$ cat config.mk
export PLATFORM = sky130hd
export DESIGN_NAME = irq_entry_seq
export DESIGN_NICKNAME = d
export VERILOG_FILES = /design/src/rtl/irq_seq_pkg.sv /design/src/rtl/irq_pend_latch.sv /design/src/rtl/irq_entry_ctl.sv /design/src/rtl/irq_entry_seq.sv
export SDC_FILE = /design/constraint.sdc
export NUM_CORES = 1
export LEC_CHECK = 0
export ABC_AREA = 1
export ABC_CLOCK_PERIOD_IN_PS = 2120
export BUFFER_PORTS_ARGS = -buffer_cell sky130_fd_sc_hd__buf_2
export CAP_MARGIN = 20
export CORE_ASPECT_RATIO = 1.4
export CORE_MARGIN = 10
export CORE_UTILIZATION = 50
export DETAILED_ROUTE_END_ITERATION = 8
export GPL_TIMING_DRIVEN = 0
export PLACE_DENSITY = 0.83
export SYNTH_ARGS = -nofsm -noshare
export SYNTH_HDL_FRONTEND = slang
export SYNTH_HIERARCHICAL = 1
export SYNTH_SLANG_ARGS = --single-unit
export TNS_END_PERCENT = 1
$ cat constraint.sdc
create_clock -name clk -period 2.12 [get_ports clk]
set_input_delay 0.106 -clock clk [delete_from_list [all_inputs] [get_ports clk]]
set_output_delay 0.106 -clock clk [all_outputs]
set_load 0.02 [all_outputs]
$ cat src/rtl/irq_seq_pkg.sv
// Package: shared constants and types for the interrupt entry sequencer.
// Assumes the vector constants are full 16-bit values that the datapath
// truncates to its own address width.
package irq_seq_pkg;
    typedef enum logic [1:0] {
        PH_BOOT  = 2'd0,
        PH_IDLE  = 2'd1,
        PH_ENTRY = 2'd2
    } phase_t;

    localparam int SRC_EXT = 0;
    localparam int SRC_TMR = 1;
    localparam int NUM_SRC = 2;

    localparam logic [15:0] VEC_EXT = 16'hFFFA;
    localparam logic [15:0] VEC_TMR = 16'hFFF8;

    // Entry schedule: cycles 0..4 push, 5 and 6 read the vector.
    localparam int PUSH_BYTES = 5;
    localparam int ENT_RD_HI  = 5;
    localparam int ENT_RD_LO  = 6;
    // Boot schedule: cycle 0 reads high, 1 reads low, 2 loads.
    localparam int BOOT_LOAD  = 2;
endpackage

$ cat src/rtl/irq_pend_latch.sv
// Module: irq_pend_latch
// Captures a rising edge on each request line into a sticky pending flag.
// A flag clears only on its own clear pulse. A new edge in the same cycle
// as the clear wins, so no request is lost. Assumes the requests are
// synchronous to clk.
module irq_pend_latch #(
    parameter int N = 2
) (
    input  logic         clk,
    input  logic         rst_n,
    input  logic [N-1:0] req,
    input  logic [N-1:0] clr,
    output logic [N-1:0] pend
);
    logic [N-1:0] req_q;

    for (genvar i = 0; i < N; i++) begin : g_src
        // Track the previous level and update the sticky flag.
        always_ff @(posedge clk) begin
            if (!rst_n) begin
                req_q[i] <= 1'b0;
                pend[i]  <= 1'b0;
            end else begin
                req_q[i] <= req[i];
                pend[i]  <= (req[i] & ~req_q[i]) | (pend[i] & ~clr[i]);
            end
        end

        assert_edge_sets_R1: assert property (@(posedge clk) disable iff (!rst_n)
            $rose(req[i]) |=> pend[i]);

        assert_flag_sticky_R2: assert property (@(posedge clk) disable iff (!rst_n)
            (pend[i] && !clr[i]) |=> pend[i]);
    end
endmodule

$ cat src/rtl/irq_entry_ctl.sv
// Module: irq_entry_ctl
// Phase machine for the reset-vector fetch and for interrupt entry:
// five stack pushes, two vector reads, then a PC load with a mask-set
// pulse. Assumes ENTRY_CYCLES >= 8 and that read data is combinational
// on mem_raddr.
module irq_entry_ctl
    import irq_seq_pkg::*;
#(
    parameter int          ADDR_W       = 12,
    parameter int          ENTRY_CYCLES = 11,
    parameter logic [15:0] RESET_VEC    = 16'hFFF6
) (
    input  logic                  clk,
    input  logic                  rst_n,
    input  logic [NUM_SRC-1:0]    pend,
    input  logic                  mask_flag,
    input  logic [15:0]           pc_in,
    input  logic [7:0]            x_in,
    input  logic [7:0]            a_in,
    input  logic [7:0]            cc_in,
    input  logic [ADDR_W-1:0]     sp_in,
    input  logic [7:0]            mem_rdata,
    output logic [NUM_SRC-1:0]    clr,
    output logic                  mem_we,
    output logic [ADDR_W-1:0]     mem_waddr,
    output logic [7:0]            mem_wdata,
    output logic                  mem_re,
    output logic [ADDR_W-1:0]     mem_raddr,
    output logic [15:0]           pc_out,
    output logic                  pc_load,
    output logic                  set_mask,
    output logic                  busy
);
    localparam int CW = $clog2(ENTRY_CYCLES);
    localparam logic [CW-1:0] LAST = CW'(ENTRY_CYCLES - 1);

    phase_t            phase;
    logic [CW-1:0]     cnt;
    logic              src_tmr;
    logic [ADDR_W-1:0] sp_r;
    logic [15:0]       pc_r;
    logic [7:0]        x_r, a_r, cc_r, vec_hi, vec_lo;
    logic              start, rd_hi, rd_lo, in_boot, in_entry;
    logic [15:0]       vec_base, vec_addr;

    assign in_boot  = (phase == PH_BOOT);
    assign in_entry = (phase == PH_ENTRY);
    assign start    = (phase == PH_IDLE) && (|pend) && !mask_flag;

    // Advance the phase counter and snapshot state at entry start.
    always_ff @(posedge clk) begin
        if (!rst_n) begin
            phase   <= PH_BOOT;
            cnt     <= '0;
            src_tmr <= 1'b0;
            sp_r    <= '0;
            pc_r    <= '0;
            x_r     <= '0;
            a_r     <= '0;
            cc_r    <= '0;
        end else begin
            case (phase)
                PH_BOOT: begin
                    if (cnt == CW'(BOOT_LOAD)) begin
                        phase <= PH_IDLE;
                        cnt   <= '0;
                    end else begin
                        cnt <= cnt + 1'b1;
                    end
                end
                PH_IDLE: begin
                    if (start) begin
                        phase   <= PH_ENTRY;
                        cnt     <= '0;
                        src_tmr <= !pend[SRC_EXT];
                        sp_r    <= sp_in;
                        pc_r    <= pc_in;
                        x_r     <= x_in;
                        a_r     <= a_in;
                        cc_r    <= cc_in;
                    end
                end
                default: begin
                    if (cnt == LAST) begin
                        phase <= PH_IDLE;
                        cnt   <= '0;
                    end else begin
                        cnt <= cnt + 1'b1;
                    end
                end
            endcase
        end
    end

    // Capture the vector bytes as they are read.
    always_ff @(posedge clk) begin
        if (!rst_n) begin
            vec_hi <= '0;
            vec_lo <= '0;
        end else begin
            if (rd_hi) vec_hi <= mem_rdata;
            if (rd_lo) vec_lo <= mem_rdata;
        end
    end

    // Decode the read slots and the vector address.
    always_comb begin
        rd_hi    = (in_boot && cnt == CW'(0)) || (in_entry && cnt == CW'(ENT_RD_HI));
        rd_lo    = (in_boot && cnt == CW'(1)) || (in_entry && cnt == CW'(ENT_RD_LO));
        vec_base = in_boot ? RESET_VEC : (src_tmr ? VEC_TMR : VEC_EXT);
        vec_addr = vec_base + {15'd0, rd_lo};
    end

    assign mem_re    = rd_hi | rd_lo;
    assign mem_raddr = vec_addr[ADDR_W-1:0];

    // Select the pushed byte for the current stack slot.
    always_comb begin
        mem_we    = in_entry && (cnt < CW'(PUSH_BYTES));
        mem_waddr = sp_r - {{(ADDR_W-CW){1'b0}}, cnt};
        case (cnt)
            CW'(0):  mem_wdata = pc_r[7:0];
            CW'(1):  mem_wdata = pc_r[15:8];
            CW'(2):  mem_wdata = x_r;
            CW'(3):  mem_wdata = a_r;
            default: mem_wdata = cc_r;
        endcase
    end

    assign pc_out   = {vec_hi, vec_lo};
    assign pc_load  = (in_boot && cnt == CW'(BOOT_LOAD)) || (in_entry && cnt == LAST);
    assign set_mask = in_entry && (cnt == LAST);
    assign clr      = set_mask ? (src_tmr ? 2'b10 : 2'b01) : 2'b00;
    assign busy     = (phase != PH_IDLE);

    assert_stack_walk_R4: assert property (@(posedge clk) disable iff (!rst_n)
        (mem_we && $past(mem_we)) |-> (mem_waddr == $past(mem_waddr) - 1'b1));

    assert_mask_with_load_R6: assert property (@(posedge clk) disable iff (!rst_n)
        set_mask |-> (pc_load && busy && !mem_we));

    assert_masked_idle_R3: assert property (@(posedge clk) disable iff (!rst_n)
        (!busy && mask_flag) |=> !busy);
endmodule

$ cat src/rtl/irq_entry_seq.sv
// Module: irq_entry_seq (top)
// Joins the pending-flag latch and the entry phase machine. The core
// supplies the register values and owns the mask bit and the memory.
module irq_entry_seq
    import irq_seq_pkg::*;
#(
    parameter int          ADDR_W       = 12,
    parameter int          ENTRY_CYCLES = 11,
    parameter logic [15:0] RESET_VEC    = 16'hFFF6
) (
    input  logic              clk,
    input  logic              rst_n,
    input  logic              ext_req,
    input  logic              tmr_req,
    input  logic              mask_flag,
    input  logic [15:0]       pc_in,
    input  logic [7:0]        x_in,
    input  logic [7:0]        a_in,
    input  logic [7:0]        cc_in,
    input  logic [ADDR_W-1:0] sp_in,
    output logic              mem_we,
    output logic [ADDR_W-1:0] mem_waddr,
    output logic [7:0]        mem_wdata,
    output logic              mem_re,
    output logic [ADDR_W-1:0] mem_raddr,
    input  logic [7:0]        mem_rdata,
    output logic [15:0]       pc_out,
    output logic              pc_load,
    output logic              set_mask,
    output logic              busy,
    output logic              pend_ext,
    output logic              pend_tmr
);
    logic [NUM_SRC-1:0] pend, clr;

    irq_pend_latch #(.N(NUM_SRC)) u_pend (
        .clk   (clk),
        .rst_n (rst_n),
        .req   ({tmr_req, ext_req}),
        .clr   (clr),
        .pend  (pend)
    );

    irq_entry_ctl #(
        .ADDR_W       (ADDR_W),
        .ENTRY_CYCLES (ENTRY_CYCLES),
        .RESET_VEC    (RESET_VEC)
    ) u_ctl (
        .clk       (clk),
        .rst_n     (rst_n),
        .pend      (pend),
        .mask_flag (mask_flag),
        .pc_in     (pc_in),
        .x_in      (x_in),
        .a_in      (a_in),
        .cc_in     (cc_in),
        .sp_in     (sp_in),
        .mem_rdata (mem_rdata),
        .clr       (clr),
        .mem_we    (mem_we),
        .mem_waddr (mem_waddr),
        .mem_wdata (mem_wdata),
        .mem_re    (mem_re),
        .mem_raddr (mem_raddr),
        .pc_out    (pc_out),
        .pc_load   (pc_load),
        .set_mask  (set_mask),
        .busy      (busy)
    );

    assign pend_ext = pend[SRC_EXT];
    assign pend_tmr = pend[SRC_TMR];

    assert_single_clear_R5: assert property (@(posedge clk) disable iff (!rst_n)
        $onehot0(clr) && (clr == 2'b00 || pc_load));
endmodule

==> results.toml, run 1 <==
[setup_path]
rrSetupSlack_ns = 0.56
critPathLaunchType = "flip-flop"
r2r-end = "u_ctl/vec_lo[5]"
end_kind = "output port"
reg2regPathDepth = 6
crit_fanout = 3
cp.required_ns = 2.01
cp.arrival_ns = 1.98
crit_type = "flip-flop to output port"
r2r_start = "u_ctl/cnt[3]"

[logic_synthesis]
synthAdderAreaFrac_pct = 1.840
netlist_area_um2 = 3809
synth_top_family_by_area = "simple AND/OR/NAND/NOR gates"
synth-seq-cells = 79
yosysSeqAreaShare_pct = 41.52
synthMuxAreaShare_pct = 0
avgSynthCellArea_um2 = 7.092
synth_cell_types = 29
synthSimpleGateAreaFrac_pct = 22.08
yosysWarnings = 6
synth_compound_area_share_pct = 18.13
yosysTopAreaCell = "dfxtp_1"
netlist_top_cells_area = "dfxtp_1 42%, a21oi_1 8.0%, inv_1 7.9%"
synth_top_area_share_pct = 41.52
synth_cells = 537
synth_xor_area_share_pct = 1.610

[route]
dr.pass1.iters = 5
wl_per_cell_um = 14.87
vias = 4001
initialDrtViolationCount = 236
via_per_inst = 5.103
drcViolationCount = 0
wirelength_um = 11660
drtAntennaViolNets = 0

[global_routing]
antenna_found_initial = 0
grt_usage_pct = 19.49
overflow = 0
grt_pass1_wl_um = 18080
grt_pass1_vias = 3868
grt_max_degree = 13

[clock_tree]
cts_tree = "done"
insertion_delay_ns = 0.35
cts_buffers = 9
clkTransAtPathRegs_ns = 0.08
clk_path_buf_depth = 2
htreeDepth = 3
clkSinkCount = 79
cts_root_buf = "clkbuf_8"

[final_layout]
fillers = 638
drive_above_1_share_pct = 27.37
register_area_um2 = 1589
nNetsFinal = 752
final_util_pct = 67.03
multi_input_area_um2 = 1774
area_growth_pct = 30.35
antennaDiodeCount = 0
instances_no_fill = 784

[sta]
fmax_ghz = 0.4792
timing.final.crit_share_pct = 98.43
fin_crit_ns = 2.087
fin_skew_ns = 0.008619
rsz0062_at_grt = "yes"
tightest_slew_ns = 0.6310
hold_violations = 0
setup-tns-final_ns = 0
final-max-slew-violation-count = 0
slew_headroom_pct = 57.49
finalSetupViolCount = 0

[status]
status = "finished, final reports clean"

[hold_path]
min_from = "cc_in[7]"
worstHoldPathCells = 3
hold_end = "u_ctl/cc_r[7]"
min_path_type = "input pin to flip-flop"

[die]
rows = 37
core_area_um2 = 7407
io_pins = 120
start_util_pct = 51.42
die_area_um2 = 11560
die_w_um = 93.76
die_h_um = 123.3

[power_and_ir_drop]
vdd_drop_max_v = 0.0008143
intPower_uw = 3611
pwr-share-comb_pct = 53.0
clkPwrFrac_pct = 16.8
leakagePower_uw = 0.002396
power_switching_uw = 2914
p_per_area_nw_per_um2 = 1314
sw_frac_of_total_pct = 44.66
seqPwrFrac_pct = 30.2

[run]
drv_cap = 0

[place]
place.gp.congestion = 0.9345
io_buffers = 111
dpl.hpwl_um = 8615
place_inst = 752
-- state kept, by name, summed over array words and instances (netlist names), 4 cells and up --
| register | count |
|---|---|
| u_ctl/a_r | 8 |
| u_ctl/cc_r | 8 |
| u_ctl/cnt | 4 |
| u_ctl/pc_r | 16 |
| u_ctl/sp_r | 12 |
| u_ctl/vec_hi | 8 |
| u_ctl/vec_lo | 8 |
| u_ctl/x_r | 8 |
-- cells in the final DEF (no fill, tap or decap), types with 3 or more instances in the layout --
cell,netlist,layout
buf_2,3,108
inv_1,80,80
dfxtp_1,79,75
nand2_1,73,68
nor2_1,69,67
a21oi_1,61,60
o21ai_0,37,35
nand3_1,34,33
o21ai_1,20,22
buf_4,12,21
o22ai_1,16,16
dlygate4sd3_1,0,12
clkbuf_1,9,11
clkbuf_8,0,10
buf_6,9,10
nand2_2,3,8
conb_1,1,8
xor2_1,6,6
nor2_2,4,4
clkinv_2,0,3
inv_2,3,3
nor2_4,1,3
nand3_2,2,3
nand4_1,3,3
ha_4,0,3
dfxtp_2,0,3
-- power by group through the flow --
stage / sequential (uW) / clock, uW / combinational [uW]
after floorplan: 2130 / 0 / 2080
after global placement: 1970 / 0 / 3130
after detailed placement: 1990 / 0 / 3210
after CTS: 1960 / 1110 / 3260
after global routing: 2010 / 1170 / 3820
final: 1970 / 1090 / 3460
-- stage by stage --
stage	area [um^2]	power, uW	hold WS [ns]	setup slack [ns]
floorplan	3835	4213	0.1995	0.2690
global route	4965	6995	0.02288	-0.05765
global placement	4512	5104	0.3026	0.1204
finish	4965	6525	0.02013	0.03335
CTS	4865	6326	0.001027	0.003670
detailed placement	4512	5192	0.3075	0.03809
-- worst max-delay path: stages, from the launching register on --
cell and delay, ns:
dfxtp_2 0.32, inv_1 0.06, ha_4 0.17, fa_2 0.35
inv_1 0.06, nand2_1 0.05, nand2_2 0.07, nand2_2 0.07
nand2_2 0.09, o21ai_1 0.09, o21ai_1 0.13, buf_4 0.17
-- repair_timing --
| action | 4_1_cts | 5_1_grt |
|---|---|---|
| pin swaps | 0 | 3 |
| hold buffers | 12 | 0 |
| setup buffers | 0 | 4 |
| resized for setup | 10 | 23 |
| hold endpoints to repair | 16 | 0 |
| gates cloned | 0 | 0 |
| setup endpoints to repair | 9 | 14 |
-- area by class of cell --
cell class,instances,share of cell area [%]
Buffer,34,5.066
Clock buffer,12,2.923
Clock inverter,4,0.9073
Inverter,84,6.452
Multi-Input combinational cell,347,35.74
Sequential cell,79,32.01
Tap cell,97,2.445
Timing Repair Buffer,127,14.47
-- per-layer routing --
layer  vias to the layer above  track usage [%]  wire, um
met4                         0            6.476       229
li1                       2002                -         -
met2                       171            35.18      5994
met1                      1810            20.06      4282
met5                         -                0         0
met3                        18            7.580      1155
-- how the worst max path moves through the flow --
stage                          endpoint  depth (start not counted)     startpoint  slack (ns)
after floorplan            mem_waddr[5]                          7   u_ctl/cnt[3]        0.27
after global placement     mem_waddr[5]                          8   u_ctl/cnt[3]        0.12
after detailed placement  mem_waddr[11]                         11   u_ctl/cnt[3]        0.04
after CTS                  mem_waddr[6]                         10   u_ctl/cnt[0]       0.004
after global routing      mem_waddr[11]                         11   u_ctl/cnt[3]       -0.06
final                      mem_waddr[6]                         11  u_ctl/sp_r[0]        0.03
-- cell families after synthesis --
| group | count (synthesis) |
|---|---|
| xor+xnor | 7 |
| other cells | 1 |
| compound gates | 134 |
| simple gates | 193 |
| flops | 79 |
| buf+inv | 118 |
| fa+ha+maj | 5 |
-- synth_stat cells --
library cell / count
buf_6: 9
nand3_1: 34
xor2_1: 6
o22ai_1: 16
inv_2: 3
nor3_1: 2
buf_2: 3
xnor2_1: 1
nand4_1: 3
nor2_1: 69
o21ai_0: 37
nor2_2: 4
inv_1: 80
clkinv_1: 1
ha_1: 4
nand3_2: 2
buf_4: 12
o21ai_1: 20
nand2_2: 3
clkbuf_1: 9
a21oi_1: 61
nand2_1: 73
nor2_4: 1
dfxtp_1: 79
clkbuf_2: 1
nand4_4: 1
conb_1: 1
fa_1: 1
nand4_2: 1
Note: power is estimated with default switching activity, not from simulation.
==> run 2: changes to the inputs <==
- SYNTH_HIERARCHICAL: 1 -> unset
==> run 2 against run 1 <==
The flow now finishes with violations (hold timing); maximum frequency increased by 3.0%; first-iteration DRC count increased by 32%; via count decreased by 1.2%; die area increased by 0.67%; flip-flop and latch count unchanged; final area decreased by 0.73%; total power decreased by 1.0%.
==> results.toml, run 2 <==
[status]
status = "finished with violations"
violations = "hold timing"

[logic_synthesis]
yosysSeqAreaShare_pct = 41.19
synth-seq-cells = 79
yosysTopAreaCell = "dfxtp_1"
netlist_top_cells_area = "dfxtp_1 41%, nor2_1 11%, o21ai_0 8.5%"
synth_cells = 527
synthArstFlopShare_pct = 0
yosysWarnings = 0
synth_cell_types = 34
synth_edf_count = 0
synth_common_cells = "113 x nor2_1, 79 x dfxtp_1, 70 x nand2_1, 65 x o21ai_0, 43 x inv_1"
netlist_area_um2 = 3840
synth.most_common_cell = "nor2_1"
synth_top_area_share_pct = 41.19
ys.flop_type = "dfxtp_1"
avgSynthCellArea_um2 = 7.286

[setup_path]
worstPathCellList = "ha_1, inv_1, fa_2, nand3_2, and2_4, nand2_1, xor2_1, buf_4"
end_kind = "output port"
crit_fanout = 6
r2r_start = "u_ctl.cnt[0]"
critPathLaunchType = "flip-flop"
cp_slowest_cell = "dfxtp_4"
crit_type = "flip-flop to output port"
reg2regPathDepth = 8
cpPeakStageDelay_ns = 0.39
r2r-end = "u_ctl.vec_hi[2]"
cp.arrival_ns = 1.92
cp.required_ns = 2.01
rrSetupSlack_ns = 0.61

[final_layout]
area_growth_pct = 28.35
finalInstanceArea_um2 = 4928
fillers = 651
drive_above_1_share_pct = 28.04
top_register = "u_ctl.pc_r"
antennaDiodeCount = 0
final_cell_mix = "113 x nor2_1, 112 x buf_2, 76 x dfxtp_1, 68 x nand2_1, 63 x o21ai_0"
final_common_cell = "nor2_1"
reg_top3 = "u_ctl.pc_r: 16 flops, u_ctl.sp_r: 12 flops"
largest_reg_flops = 16
nNetsFinal = 739

[clock_tree]
cts_tree = "done"
htreeDepth = 3
clkSinkCount = 79
clk_path_buf_depth = 2
cts_root_buf = "clkbuf_8"
cts_buffers = 9
clkTransAtPathRegs_ns = 0.09
insertion_delay_ns = 0.36

[hold_path]
worstHoldPathCells = 3
hold_end = "u_ctl.pc_r[7]"
min_path_type = "input pin to flip-flop"
min_from = "pc_in[7]"

[die]
die_area_um2 = 11630
rows = 37
die_w_um = 94.07
die_h_um = 123.7
start_util_pct = 51.84
core_area_um2 = 7407
io_pins = 120

[global_routing]
grt_max_degree = 15
antenna_found_initial = 0
grt_pass1_vias = 3933
grt_usage_pct = 18.96
grt_pass1_wl_um = 17770
overflow = 0

[sta]
slew_headroom_pct = 62.51
final-max-slew-violation-count = 0
fin_skew_ns = 0.01123
timing.final.crit_share_pct = 95.53
hold_ws_ns = -0.001786
finalSetupViolCount = 0
fin_crit_ns = 2.025
tightest_slew_ns = 0.5623
hold_violations = 1
fmax_ghz = 0.4938

[power_and_ir_drop]
leakagePower_uw = 0.002302
report.power.total_uw = 6459
vdd_drop_max_v = 0.001140
p_per_area_nw_per_um2 = 1310

[place]
io_buffers = 110
place.gp.congestion = 0.9264
dpl.hpwl_um = 8754
dpl_cell_area_um2 = 4538

[run]
drv_cap = 0

[route]
drtAntennaViolNets = 0
drcViolationCount = 0
initialDrtViolationCount = 311
wl_per_cell_um = 14.84
vias = 3952
wirelength_um = 11440
via_per_inst = 5.126
dr.pass1.iters = 5
run 2: cell types whose count changed in the layout (fill, tap and decap cells not counted), sizes merged, moves of 2 or more:
cell and delta:
a21oi -37, dlygate4sd3 -2, buf -3, nand3b +16, o21ai +10, nand4 +7, clkinv -3, o22ai -14
nand3 -7, inv -30, nor2 +47, clkinvlp +2, nand2 -2
run 2: final cells by class:
cell class | count | area (um^2) | area share, %
clock inverters | 6 | 67.56 | 1.371
well taps | 97 | 121.4 | 2.463
plain buffers | 34 | 226.5 | 4.595
repair buffers | 124 | 685.7 | 13.91
multi-input cells | 370 | 1916 | 38.87
inverters | 51 | 193.9 | 3.935
clock buffers | 10 | 127.6 | 2.589
flip-flops and latches | 79 | 1590 | 32.27
run 2: how the worst max path moves through the flow:
stage,start,endpoint,slack [ns],depth (start not counted)
after floorplan,u_ctl.cnt[3],mem_waddr[6],0.32,6
after global placement,u_ctl.cnt[3],mem_waddr[8],0.28,7
after detailed placement,u_ctl.cnt[2],mem_waddr[9],0.23,10
after CTS,u_ctl.cnt[2],mem_waddr[11],0.0001,11
after global routing,u_ctl.cnt[2],mem_waddr[9],-0.01,11
final,u_ctl.cnt[0],mem_waddr[8],0.09,8
run 2: timing repair:
action	CTS	global route
hold buffers	10	0
endpoints found under the hold margin	10	0
setup buffers	0	4
resized for setup	10	10
setup endpoints to repair	7	15
pin swaps	0	2
run 2: report_power, final:
part	internal (uW)	switching, uW	total (uW)
clock network	550	575	1130
logic	1240	2110	3350
registers	1800	186	1980
run 2: critical path, delay by kind of cell, from the launching register on:
| kind | cells | cell delay [ns] |
|---|---|---|
| XOR/XNOR | 1 | 0.14 |
| adder cells (fa/ha/maj) | 2 | 0.51 |
| buffers and inverters | 2 | 0.22 |
| flip-flops | 1 | 0.39 |
| AND/OR/NAND/NOR | 3 | 0.31 |
run 2: kinds of logic after synthesis:
family,synth area share (%)
fa+ha+maj,1.825
flops,41.19
compound gates,12.48
other cells,0.09766
simple gates,31.93
buf+inv,10.88
xor+xnor,1.597
run 2: stage by stage:
stage               hold WS, ns  setup slack (ns)  std cells  utilization (%)  setup TNS (ns)
floorplan                0.2174            0.3241        534                -               0
global placement         0.3079            0.2832        741            61.27               0
detailed placement       0.3168            0.2346        741            61.27               0
CTS                    0.001559         0.0001326        767            65.64               0
global route            0.01020          -0.01116        771            66.54        -0.01116
finish                -0.001786           0.09481        771            66.54               0
run 2: layer usage:
metal	track usage, %	wire, um	vias to the layer above
li1	-	-	1964
met1	19.38	4362	1807
met2	33.67	5782	158
met3	6.743	1059	23
met4	8.952	240	0
met5	0	0	-
